===== src/rtl/bcd_alu_pkg.sv =====
package bcd_alu_pkg;
  typedef enum logic [1:0] {
    OP_NONE = 2'd0,
    OP_ADD  = 2'd1,
    OP_SUB  = 2'd2,
    OP_NEG  = 2'd3
  } bcd_op_e;

  typedef struct packed {
    logic x;
    logic n;
    logic z;
    logic v;
    logic c;
  } bcd_flags_t;
endpackage


===== src/rtl/bcd_op_decode.sv =====
module bcd_op_decode
  import bcd_alu_pkg::*;
(
  input  logic [15:0] insn,
  output bcd_op_e     op
);
  logic hit_add;
  logic hit_sub;
  logic hit_neg;

  always_comb begin
    hit_add = (insn[15:12] == 4'b1100) && (insn[8:4] == 5'b10000);
    hit_sub = (insn[15:12] == 4'b1000) && (insn[8:4] == 5'b10000);
    hit_neg = (insn[15:6]  == 10'b0100100000);
    if (hit_add)      op = OP_ADD;
    else if (hit_sub) op = OP_SUB;
    else if (hit_neg) op = OP_NEG;
    else              op = OP_NONE;
  end
endmodule


===== src/rtl/bcd_corr_unit.sv =====
module bcd_corr_unit
  import bcd_alu_pkg::*;
#(
  parameter int NDIG = 2
) (
  input  logic              do_sub,
  input  logic [4*NDIG-1:0] dst,
  input  logic [4*NDIG-1:0] src,
  input  logic              x_in,
  input  logic              z_in,
  output logic [4*NDIG-1:0] res,
  output bcd_flags_t        flg
);
  localparam int W = 4 * NDIG;

  logic [W-1:0] nib_top;
  logic [W-1:0] six_pat;
  logic [W-1:0] x_ext;

  genvar k;
  generate
    for (k = 0; k < NDIG; k++) begin : g_nib
      assign nib_top[4*k+3:4*k] = 4'b1000;
      assign six_pat[4*k+3:4*k] = 4'b0110;
    end
  endgenerate

  assign x_ext = {{(W-1){1'b0}}, x_in};

  // addition path: binary step then +6 per flagged nibble
  logic [W-1:0] sum_b;
  logic [W:0]   sum_six;
  logic [W-1:0] add_bc;
  logic [W-1:0] add_dc;
  logic [W-1:0] add_mask;
  logic [W-1:0] add_corf;
  logic [W-1:0] add_res;

  always_comb begin
    sum_b    = dst + src + x_ext;
    add_bc   = ((dst & src) | (~sum_b & dst) | (~sum_b & src)) & nib_top;
    sum_six  = {1'b0, sum_b} + {1'b0, six_pat};
    add_dc   = (sum_six[W:1] ^ {1'b0, sum_b[W-1:1]}) & nib_top;
    add_mask = add_bc | add_dc;
    add_corf = add_mask - (add_mask >> 2);
    add_res  = sum_b + add_corf;
  end

  // subtraction path: binary step then -6 per borrowing nibble
  logic [W-1:0] dif_b;
  logic [W-1:0] sub_bc;
  logic [W-1:0] sub_corf;
  logic [W-1:0] sub_res;

  always_comb begin
    dif_b    = dst - src - x_ext;
    sub_bc   = ((~dst & src) | (dif_b & ~dst) | (dif_b & src)) & nib_top;
    sub_corf = sub_bc - (sub_bc >> 2);
    sub_res  = dif_b - sub_corf;
  end

  logic carry_out;

  always_comb begin
    if (do_sub) begin
      res       = sub_res;
      carry_out = sub_bc[W-1] | (~dif_b[W-1] & sub_res[W-1]);
      flg.v     = dif_b[W-1] & ~sub_res[W-1];
    end else begin
      res       = add_res;
      carry_out = add_bc[W-1] | (sum_b[W-1] & ~add_res[W-1]);
      flg.v     = ~sum_b[W-1] & add_res[W-1];
    end
    flg.c = carry_out;
    flg.x = carry_out;
    flg.n = res[W-1];
    flg.z = z_in & (res == '0);
  end
endmodule


===== src/rtl/bcd_byte_alu.sv =====
module bcd_byte_alu
  import bcd_alu_pkg::*;
#(
  parameter int NDIG = 2,
  parameter int IW   = 16
) (
  input  logic              clk,
  input  logic              rst_n,
  input  logic              in_valid,
  input  logic [IW-1:0]     insn,
  input  logic [4*NDIG-1:0] dst_in,
  input  logic [4*NDIG-1:0] src_in,
  input  logic              x_in,
  input  logic              z_in,
  output logic [4*NDIG-1:0] res_q,
  output logic              x_q,
  output logic              n_q,
  output logic              z_q,
  output logic              v_q,
  output logic              c_q,
  output logic              err_q
);
  localparam int W = 4 * NDIG;

  // reset: asserted asynchronously, released on a clock edge
  logic [1:0] rst_pipe;
  logic       rst_ok;

  always_ff @(posedge clk or negedge rst_n) begin
    if (!rst_n) rst_pipe <= 2'b00;
    else        rst_pipe <= {rst_pipe[0], 1'b1};
  end
  assign rst_ok = rst_pipe[1];

  bcd_op_e op;

  bcd_op_decode u_dec (
    .insn (insn[15:0]),
    .op   (op)
  );

  logic         is_sub;
  logic         op_hit;
  logic [W-1:0] dst_eff;
  logic [W-1:0] comb_res;
  bcd_flags_t   comb_flg;

  always_comb begin
    is_sub  = (op == OP_SUB) || (op == OP_NEG);
    op_hit  = (op != OP_NONE);
    dst_eff = (op == OP_NEG) ? '0 : dst_in;
  end

  bcd_corr_unit #(.NDIG(NDIG)) u_core (
    .do_sub (is_sub),
    .dst    (dst_eff),
    .src    (src_in),
    .x_in   (x_in),
    .z_in   (z_in),
    .res    (comb_res),
    .flg    (comb_flg)
  );

  // output stage: next-state logic then registers
  logic         upd_data;
  logic         upd_err;
  logic [W-1:0] res_d;
  bcd_flags_t   flg_d;
  bcd_flags_t   flg_q;
  logic         err_d;

  always_comb begin
    upd_data = in_valid && op_hit;
    upd_err  = in_valid;
    res_d    = comb_res;
    flg_d    = comb_flg;
    err_d    = !op_hit;
  end

  always_ff @(posedge clk or negedge rst_ok) begin
    if (!rst_ok) begin
      res_q <= '0;
      flg_q <= '0;
    end else if (upd_data) begin
      res_q <= res_d;
      flg_q <= flg_d;
    end
  end

  always_ff @(posedge clk or negedge rst_ok) begin
    if (!rst_ok)      err_q <= 1'b0;
    else if (upd_err) err_q <= err_d;
  end

  assign x_q = flg_q.x;
  assign n_q = flg_q.n;
  assign z_q = flg_q.z;
  assign v_q = flg_q.v;
  assign c_q = flg_q.c;

  AST_X_MATCHES_C: assert property (@(posedge clk) disable iff (!rst_ok)
    x_q == c_q);
  AST_Z_NEVER_SET: assert property (@(posedge clk) disable iff (!rst_ok)
    upd_data |=> (!z_q || $past(z_in)));
  AST_Z_CLEAR_NONZERO: assert property (@(posedge clk) disable iff (!rst_ok)
    upd_data |=> (res_q == '0 || !z_q));
  AST_BAD_OP_HOLDS: assert property (@(posedge clk) disable iff (!rst_ok)
    (in_valid && !op_hit) |=> (err_q && $stable(res_q) && $stable(flg_q)));
  AST_IDLE_HOLDS: assert property (@(posedge clk) disable iff (!rst_ok)
    !in_valid |=> ($stable(res_q) && $stable(flg_q) && $stable(err_q)));
  AST_GOOD_OP_NO_ERR: assert property (@(posedge clk) disable iff (!rst_ok)
    upd_data |=> !err_q);
endmodule


===== config.mk =====
export PLATFORM = sky130hd
export DESIGN_NAME = bcd_byte_alu
export DESIGN_NICKNAME = d
export VERILOG_FILES = /design/src/rtl/bcd_alu_pkg.sv /design/src/rtl/bcd_op_decode.sv /design/src/rtl/bcd_corr_unit.sv /design/src/rtl/bcd_byte_alu.sv
export SDC_FILE = /design/constraint.sdc
export NUM_CORES = 1
export LEC_CHECK = 0
export BUFFER_PORTS_ARGS = -buffer_cell sky130_fd_sc_hd__buf_2
export CORE_MARGIN = 2
export CORE_UTILIZATION = 55
export CTS_BUF_LIST = sky130_fd_sc_hd__clkbuf_4
export CTS_CLUSTER_SIZE = 28
export DETAILED_ROUTE_END_ITERATION = 7
export PLACE_DENSITY = 0.83
export SYNTH_ARGS = -nofsm -noshare
export SYNTH_HDL_FRONTEND = slang
export SYNTH_SLANG_ARGS = --single-unit

===== constraint.sdc =====
create_clock -name clk -period 0.85 [get_ports clk]
set_clock_uncertainty 0.2 [all_clocks]
set_input_delay 0.17 -clock clk [delete_from_list [all_inputs] [get_ports clk]]
set_output_delay 0.17 -clock clk [all_outputs]
set_load 0.1 [all_outputs]

==> impl_metrics.json, run 1 <==
{
  "stop_stage": "clock tree synthesis (4_1_cts)",
  "synth_simple_gate_area_share_pct": 24.0,
  "cts.sinks": 14,
  "rows": 24,
  "hold_buffers": 1,
  "first-error": "[ERROR DPL-0038] Utilization greater than 100%, impossible to legalize",
  "synth_edf_count": 0,
  "cts_made_buffers": 3,
  "clockBufferDepth": 2,
  "yosysTopAreaCellShare_pct": 15.0,
  "cts_resized": 73,
  "die-height_um": 71.5,
  "cts_setup_buffers": 20,
  "synth_mux_area_share_pct": 2.05,
  "ios": 51,
  "ys_seq_elements": 14,
  "synth_largest_area_cell": "ha_1",
  "synth-main-ff-cell": "dfrtp_1",
  "yosys-top-cells-area": "ha_1 (15%), dfrtp_1 (14%), nand2_1 (5.7%)",
  "synth_seq_area_share_pct": 14.0,
  "die_w_um": 71.5,
  "synthDistinctLibCells": 61,
  "postSynthNetCount": 401,
  "cts_root_buffer": "clkbuf_4",
  "yosys_warnings": 0,
  "start_util_pct": 57.1,
  "h-tree-depth": 1,
  "synth-xor-area-share_pct": 6.85,
  "dp_hpwl_um": 9080,
  "synth_cells": 328,
  "status": "did not finish",
  "async_flop_share_pct": 100,
  "synth_compound_area_share_pct": 26.6,
  "avgSynthCellArea_um2": 7.63,
  "gp_congestion": 0.976,
  "port_buffers": 46,
  "synth_top_family_by_area": "compound AO/OA/AOI/OAI gates",
  "synth_area_um2": 2500,
  "synth_fa_ha_area_share_pct": 19.8
}
==> logic make-up after synthesis <==
family,count (synthesis)
flops,14
other cells,1
mux,5
buf+inv,41
fa+ha+maj,36
simple gates,116
xor+xnor,18
compound gates,97
==> Yosys cell counts, types with 3 or more instances <==
cell type	count
a31oi_1	7
nand3_1	5
clkbuf_1	4
o31ai_1	5
a21o_1	7
a21oi_1	17
nand2b_1	10
nor2_1	26
or4_1	3
xnor2_1	11
ha_1	30
o21ai_0	22
nor3_1	3
a311oi_1	3
dfrtp_1	14
inv_1	34
o21a_1	4
o211a_1	4
xor2_1	6
a211oi_1	5
fa_1	6
or3_1	3
mux2i_1	4
nor2b_1	7
nand2_1	38
nand3b_1	4
o211ai_1	4
==> metrics by stage <==
step                      instances  setup slack [ns]  cell area (um^2)
after detailed placement        538             -4.60              4090
after global placement          538             -4.20              4090
after floorplan                 328             -4.11              2780
==> run 2, diff against run 1 <==
--- a/config.mk
+++ b/config.mk
@@ -7,11 +7,9 @@
 export LEC_CHECK = 0
 export BUFFER_PORTS_ARGS = -buffer_cell sky130_fd_sc_hd__buf_2
 export CORE_MARGIN = 2
-export CORE_UTILIZATION = 55
-export CTS_BUF_LIST = sky130_fd_sc_hd__clkbuf_4
-export CTS_CLUSTER_SIZE = 28
+export CORE_UTILIZATION = 40
 export DETAILED_ROUTE_END_ITERATION = 7
-export PLACE_DENSITY = 0.83
+export PLACE_DENSITY_LB_ADDON = 0.15
 export SYNTH_ARGS = -nofsm -noshare
 export SYNTH_HDL_FRONTEND = slang
 export SYNTH_SLANG_ARGS = --single-unit
==> impl_metrics.json, run 2 <==
{
  "yosys-top-cells-area": "ha_1 (15%), dfrtp_1 (14%), nand2_1 (5.7%)",
  "grt_max_degree": 16,
  "required_ns": 0.83,
  "fin_hold_ws_ns": -0.0320,
  "regMostFlops": "res_q",
  "cts_root_buffer": "clkbuf_8",
  "leakage_nw": 2.30,
  "synth_cells": 328,
  "synth-main-ff-cell": "dfrtp_1",
  "failed_checks": "hold timing, setup timing",
  "p_per_area_nw_per_um2": 2110,
  "synth_top_family_by_area": "compound AO/OA/AOI/OAI gates",
  "place_inst": 563,
  "worstPathMaxFanout": 5,
  "port_buffers": 46,
  "synth_simple_gate_area_share_pct": 24.0,
  "num_antenna_cells": 0,
  "final_common_cell": "buf_4",
  "syn_to_final_growth_pct": 95.8,
  "rows": 28,
  "ios": 51,
  "grt_pass1_vias": 3447,
  "synth_fa_ha_area_share_pct": 19.8,
  "grt_pass1_wl_um": 16200,
  "synthDistinctLibCells": 61,
  "status": "finished, violations left",
  "yosysMostFrequentCell": "nand2_1",
  "layout.nets": 598,
  "setup_slack_ns": -4.16,
  "end_kind": "flop",
  "via_per_inst": 5.62,
  "routed_wl_um": 10400,
  "fmax_mhz": 199,
  "clk_latency_ns": 0.24,
  "core_um2": 5990,
  "synth-xor-area-share_pct": 6.85,
  "hold_buffers": 1,
  "final_max_slew_viol_count": 0,
  "vdd_drop_max_v": 0.00173,
  "yosysTopAreaCellShare_pct": 15.0,
  "synth_edf_count": 0,
  "antenna_found_initial": 0,
  "start_util_pct": 41.8,
  "totalPowerFinal_w": 0.0103,
  "cts_tree": "built",
  "synth_area_um2": 2500,
  "h-tree-depth": 1,
  "finalCriticalPeriod_ns": 5.01,
  "clk_pin_slew_worst_paths_ns": 0.06,
  "drt_first_pass_iters": 7,
  "dp_hpwl_um": 6830,
  "clockBufferDepth": 2,
  "drive_above_1_share_pct": 59.4,
  "postRouteAntennaNets": 0,
  "arrival_ns": 4.99,
  "grt_use_total_pct": 28.4,
  "setup_viol": 26,
  "yosys-top-cells-count": "nand2_1 (38), inv_1 (34), ha_1 (30)",
  "drtIter0Drc": 202,
  "gp_congestion": 0.935,
  "hold_path_class": "flop to async pin",
  "reg.largest.list": "res_q x8, rst_pipe x2",
  "period_share_pct": 590,
  "layout.cells.non_filler": 599,
  "wl_per_cell_um": 17.4,
  "cp-start-kind": "input port",
  "postSynthNetCount": 401,
  "drcViolationCount": 0,
  "hold_violations": 12,
  "avgSynthCellArea_um2": 7.63,
  "rsz0062_at_grt": "yes",
  "die_area_um2": 6910,
  "async_flop_share_pct": 100,
  "die-height_um": 83.1,
  "synth_largest_area_cell": "ha_1",
  "mostFrequentLayoutCells": "buf_4 (139), buf_2 (30), inv_1 (29)",
  "num_vias": 3366,
  "cts_made_buffers": 3,
  "ys_seq_elements": 14,
  "cts.sinks": 14,
  "synth_mux_area_share_pct": 2.05,
  "yosys_warnings": 0,
  "die_w_um": 83.1,
  "critPathKind": "input port to flop",
  "synth_compound_area_share_pct": 26.6,
  "max-cap-violations": 0,
  "largest_reg_flops": 8,
  "overflow": 0,
  "synth_seq_area_share_pct": 14.0
}
## run 2: layout make-up
cell class / instances / area (um^2)
Inverter: 34 / 130
Tap cell: 75 / 93.8
Fill cell: 347 / 1090
Multi-Input combinational cell: 273 / 2570
Timing Repair Buffer: 199 / 1660
Clock buffer: 4 / 55.1
Sequential cell: 14 / 395
## run 2: metal layers
metal	vias up	part of all wire, %	GRT usage, %
li1	1568	-	-
met1	1611	39	32.6
met2	144	53	52.9
met3	43	4.5	3.28
met4	0	4.0	11.3
met5	-	0	0
## run 2: cell families (layout without fill, tap and decap cells)
kind of cell,after synthesis,after routing
flops,14,14
simple gates,116,116
mux,5,5
other cells,1,1
buf+inv,41,237
compound gates,97,97
xor+xnor,18,18
fa+ha+maj,36,36
## run 2: timing repair
item | in CTS | in global routing
endpoints found under the hold margin | 14 | 12
pin swaps | 52 | 26
endpoints found under the setup margin | 26 | 26
gates resized for setup | 66 | 36
setup buffers | 23 | 10
## run 2: path summary, 6_finish.rpt
| path | from | to | slack (ns) | depth (start not counted) |
|---|---|---|---|---|
| min reg2reg | rst_pipe[1]$_DFF_PN0_ | res_q[6]$_DFFE_PN0P_ | -0.03 | 1 |
| min | rst_pipe[1]$_DFF_PN0_ | res_q[6]$_DFFE_PN0P_ | -0.03 | 1 |
| min in group clk | in_valid | err_q$_DFFE_PN0P_ | 0.08 | 4 |
| max | insn[8] | z_q$_DFFE_PN0P_ | -4.16 | 28 |
| max in group asynchronous | rst_pipe[1]$_DFF_PN0_ | res_q[0]$_DFFE_PN0P_ | 0.30 | 1 |
| max reg2reg | z_q$_DFFE_PN0P_ | z_q$_DFFE_PN0P_ | -0.29 | 2 |
## run 2: power breakdown
part / internal (W) / switching (W)
sequential: 0.000760 / 0.0000701
clock: 0.000410 / 0.000251
combinational: 0.00456 / 0.00428
total: 0.00573 / 0.00460
## run 2: stage by stage
stage	worst slack [ns]	area (um^2)	utilization, %	setup TNS (ns)
2_1_floorplan	-4.11	2780	-	-39.39
6_report	-4.16	4900	81.8	-45.67
4_1_cts	-3.96	4670	78.0	-43.03
5_1_grt	-4.26	4900	81.8	-47.12
3_5_place_dp	-4.38	4130	68.9	-43.51
3_3_place_gp	-4.24	4130	68.9	-42.55
## run 2: critical path, stage by stage
cell and delay (ns):
buf_8 0.10, or4b_4 0.56, nor2_4 0.16, nand2_4 0.10, nand2_4 0.09, fa_2 0.25, inv_2 0.06, ha_4 0.17
or3b_4 0.36, o2111a_2 0.19, nand3_4 0.08, inv_4 0.04, o21a_4 0.22, buf_6 0.12, nor2_4 0.15, buf_6 0.12
buf_6 0.10, xnor2_4 0.08, ha_4 0.30, nand2_2 0.05, a31oi_2 0.18, a311oi_2 0.08, buf_4 0.16, o21ai_2 0.17
xor2_1 0.23, mux2i_2 0.14, a2111oi_4 0.35, a22o_1 0.18
Power figures use the tool's default switching activity.
==> run 3, diff against run 2 <==
--- a/config.mk
+++ b/config.mk
@@ -7,7 +7,7 @@
 export LEC_CHECK = 0
 export BUFFER_PORTS_ARGS = -buffer_cell sky130_fd_sc_hd__buf_2
 export CORE_MARGIN = 2
-export CORE_UTILIZATION = 40
+export CORE_UTILIZATION = 35
 export DETAILED_ROUTE_END_ITERATION = 7
 export PLACE_DENSITY_LB_ADDON = 0.15
 export SYNTH_ARGS = -nofsm -noshare
==> impl_metrics.json, run 3 (synthesized netlist as in run 2, its figures left out) <==
{
  "overflow": 0,
  "start_util_pct": 36.4,
  "finalCriticalPeriod_ns": 4.83,
  "fin_area_um2": 4690,
  "cp-start-kind": "input port",
  "end_kind": "flop",
  "clockBufferDepth": 2,
  "cts_root_buffer": "clkbuf_8",
  "cts_made_buffers": 3,
  "arrival_ns": 4.80,
  "failed_checks": "hold timing, setup timing",
  "vdd_drop_max_v": 0.000858,
  "die_w_um": 88.6,
  "postLayoutCoreUtil_pct": 68.2,
  "rr_worst_depth": 2,
  "mostFrequentLayoutCells": "buf_4 (132), nand2_1 (32), inv_1 (30)",
  "p_per_area_nw_per_um2": 1890,
  "rsz0062_at_grt": "yes",
  "place_inst": 578,
  "gp_congestion": 0.906,
  "die-height_um": 88.6,
  "num_vias": 3042,
  "grt_pass1_vias": 3071,
  "worstPathMaxFanout": 6,
  "drt_first_pass_iters": 5,
  "cts.sinks": 14,
  "status": "finished, violations left",
  "hold_violations": 12,
  "swShare_pct": 43.4,
  "layout.cells.non_filler": 607,
  "grt_max_degree": 16,
  "antenna_found_initial": 0,
  "die_area_um2": 7850,
  "setup_slack_ns": -3.98,
  "h-tree-depth": 1,
  "clkPwrFrac_pct": 7.0,
  "p_sw_w": 0.00384,
  "hold_buffers": 1,
  "r2r_slack_ns": -0.28,
  "port_buffers": 46,
  "syn_to_final_growth_pct": 87.2,
  "routed_wl_um": 8390,
  "clk_latency_ns": 0.24,
  "final_common_cell": "buf_4",
  "critPathKind": "input port to flop",
  "dp_hpwl_um": 6750,
  "period_share_pct": 568,
  "r2r-end": "z_q$_DFFE_PN0P_",
  "largest_reg_flops": 8,
  "core_um2": 6870,
  "reg.largest.list": "res_q x8, rst_pipe x2",
  "clk_pin_slew_worst_paths_ns": 0.06,
  "seqPwrFrac_pct": 9.4,
  "postRouteAntennaNets": 0,
  "place_area_um2": 4110,
  "drcViolationCount": 0,
  "max-cap-violations": 0,
  "drtIter0Drc": 127,
  "fin_tns_setup_ns": -43.33,
  "pwr-share-comb_pct": 83.6,
  "totalPowerFinal_w": 0.00885,
  "grt_use_total_pct": 21.2,
  "p_int_w": 0.00501,
  "fin_hold_ws_ns": -0.0399,
  "grt_pass1_wl_um": 13400,
  "regMostFlops": "res_q",
  "cts_tree": "built",
  "via_per_inst": 5.01,
  "layout.nets": 585,
  "leakage_nw": 2.21,
  "drive_above_1_share_pct": 54.6,
  "fmax_mhz": 207,
  "num_antenna_cells": 0,
  "ios": 51,
  "hold_path_class": "flop to async pin",
  "r2r-start": "z_q$_DFFE_PN0P_",
  "wl_per_cell_um": 13.8,
  "required_ns": 0.82,
  "setup_viol": 26,
  "rows": 30,
  "final_max_slew_viol_count": 0
}
[run 3: cell type report]
type	instances	area, um^2
tap	96	120
inverter	34	130
sequential	14	395
timing repair buffer	186	1540
fill	579	2180
clock buffer	4	55.1
multi-input combinational	273	2450
[run 3: worst max-delay path, cell delays in order]
cell	delay [ns]
buf_6	0.09
or4b_4	0.55
nor2_4	0.15
nand2_4	0.09
nand2_4	0.09
fa_2	0.24
nand2b_4	0.06
o311ai_4	0.10
a21oi_4	0.12
nand2b_4	0.15
a21oi_2	0.14
o21ai_2	0.07
a21o_1	0.18
fa_2	0.56
a21oi_2	0.07
ha_1	0.31
or2_4	0.23
a211o_1	0.30
and2_1	0.20
xnor2_2	0.19
o2111ai_2	0.16
a2111oi_4	0.38
a22o_1	0.18
[run 3: layer usage]
layer / GRT usage, % / up-vias / part of all wire, %
li1: - / 1543 / -
met1: 26.5 / 1413 / 45
met2: 39.2 / 74 / 51
met3: 1.77 / 12 / 2.9
met4: 5.10 / 0 / 1.5
met5: 0 / - / 0
[run 3: worst max-delay path by stage]
stage / from / endpoint / slack, ns
2_1_floorplan: insn[8] / x_q$_DFFE_PN0P_ / -4.11
3_3_place_gp: insn[8] / x_q$_DFFE_PN0P_ / -4.40
3_5_place_dp: insn[8] / z_q$_DFFE_PN0P_ / -4.48
4_1_cts: insn[15] / z_q$_DFFE_PN0P_ / -4.07
5_1_grt: insn[8] / z_q$_DFFE_PN0P_ / -4.15
6_report: insn[8] / z_q$_DFFE_PN0P_ / -3.98
[run 3: timing repair]
| action | CTS | global route |
|---|---|---|
| cloned | 0 | 1 |
| gates resized for setup | 37 | 37 |
| setup endpoints to repair | 26 | 26 |
| buffers inserted | 12 | 12 |
| pin swaps | 35 | 33 |
| hold endpoints to repair | 14 | 6 |
[run 3: through the flow]
step,hold slack [ns],worst slack [ns]
2_1_floorplan,-0.326,-4.11
3_3_place_gp,-0.245,-4.40
3_5_place_dp,-0.243,-4.48
4_1_cts,-0.0334,-4.07
5_1_grt,-0.00569,-4.15
6_report,-0.0399,-3.98
[run 3: power groups by stage]
| stage | sequential, W | clock (W) | combinational (W) |
|---|---|---|---|
| 4_1_cts | 0.000829 | 0.000641 | 0.00672 |
| 3_5_place_dp | 0.000843 | 0 | 0.00624 |
| 3_3_place_gp | 0.000841 | 0 | 0.00613 |
| 5_1_grt | 0.000836 | 0.000665 | 0.00799 |
| 6_report | 0.000828 | 0.000622 | 0.00740 |
| 2_1_floorplan | 0.00122 | 0 | 0.00339 |
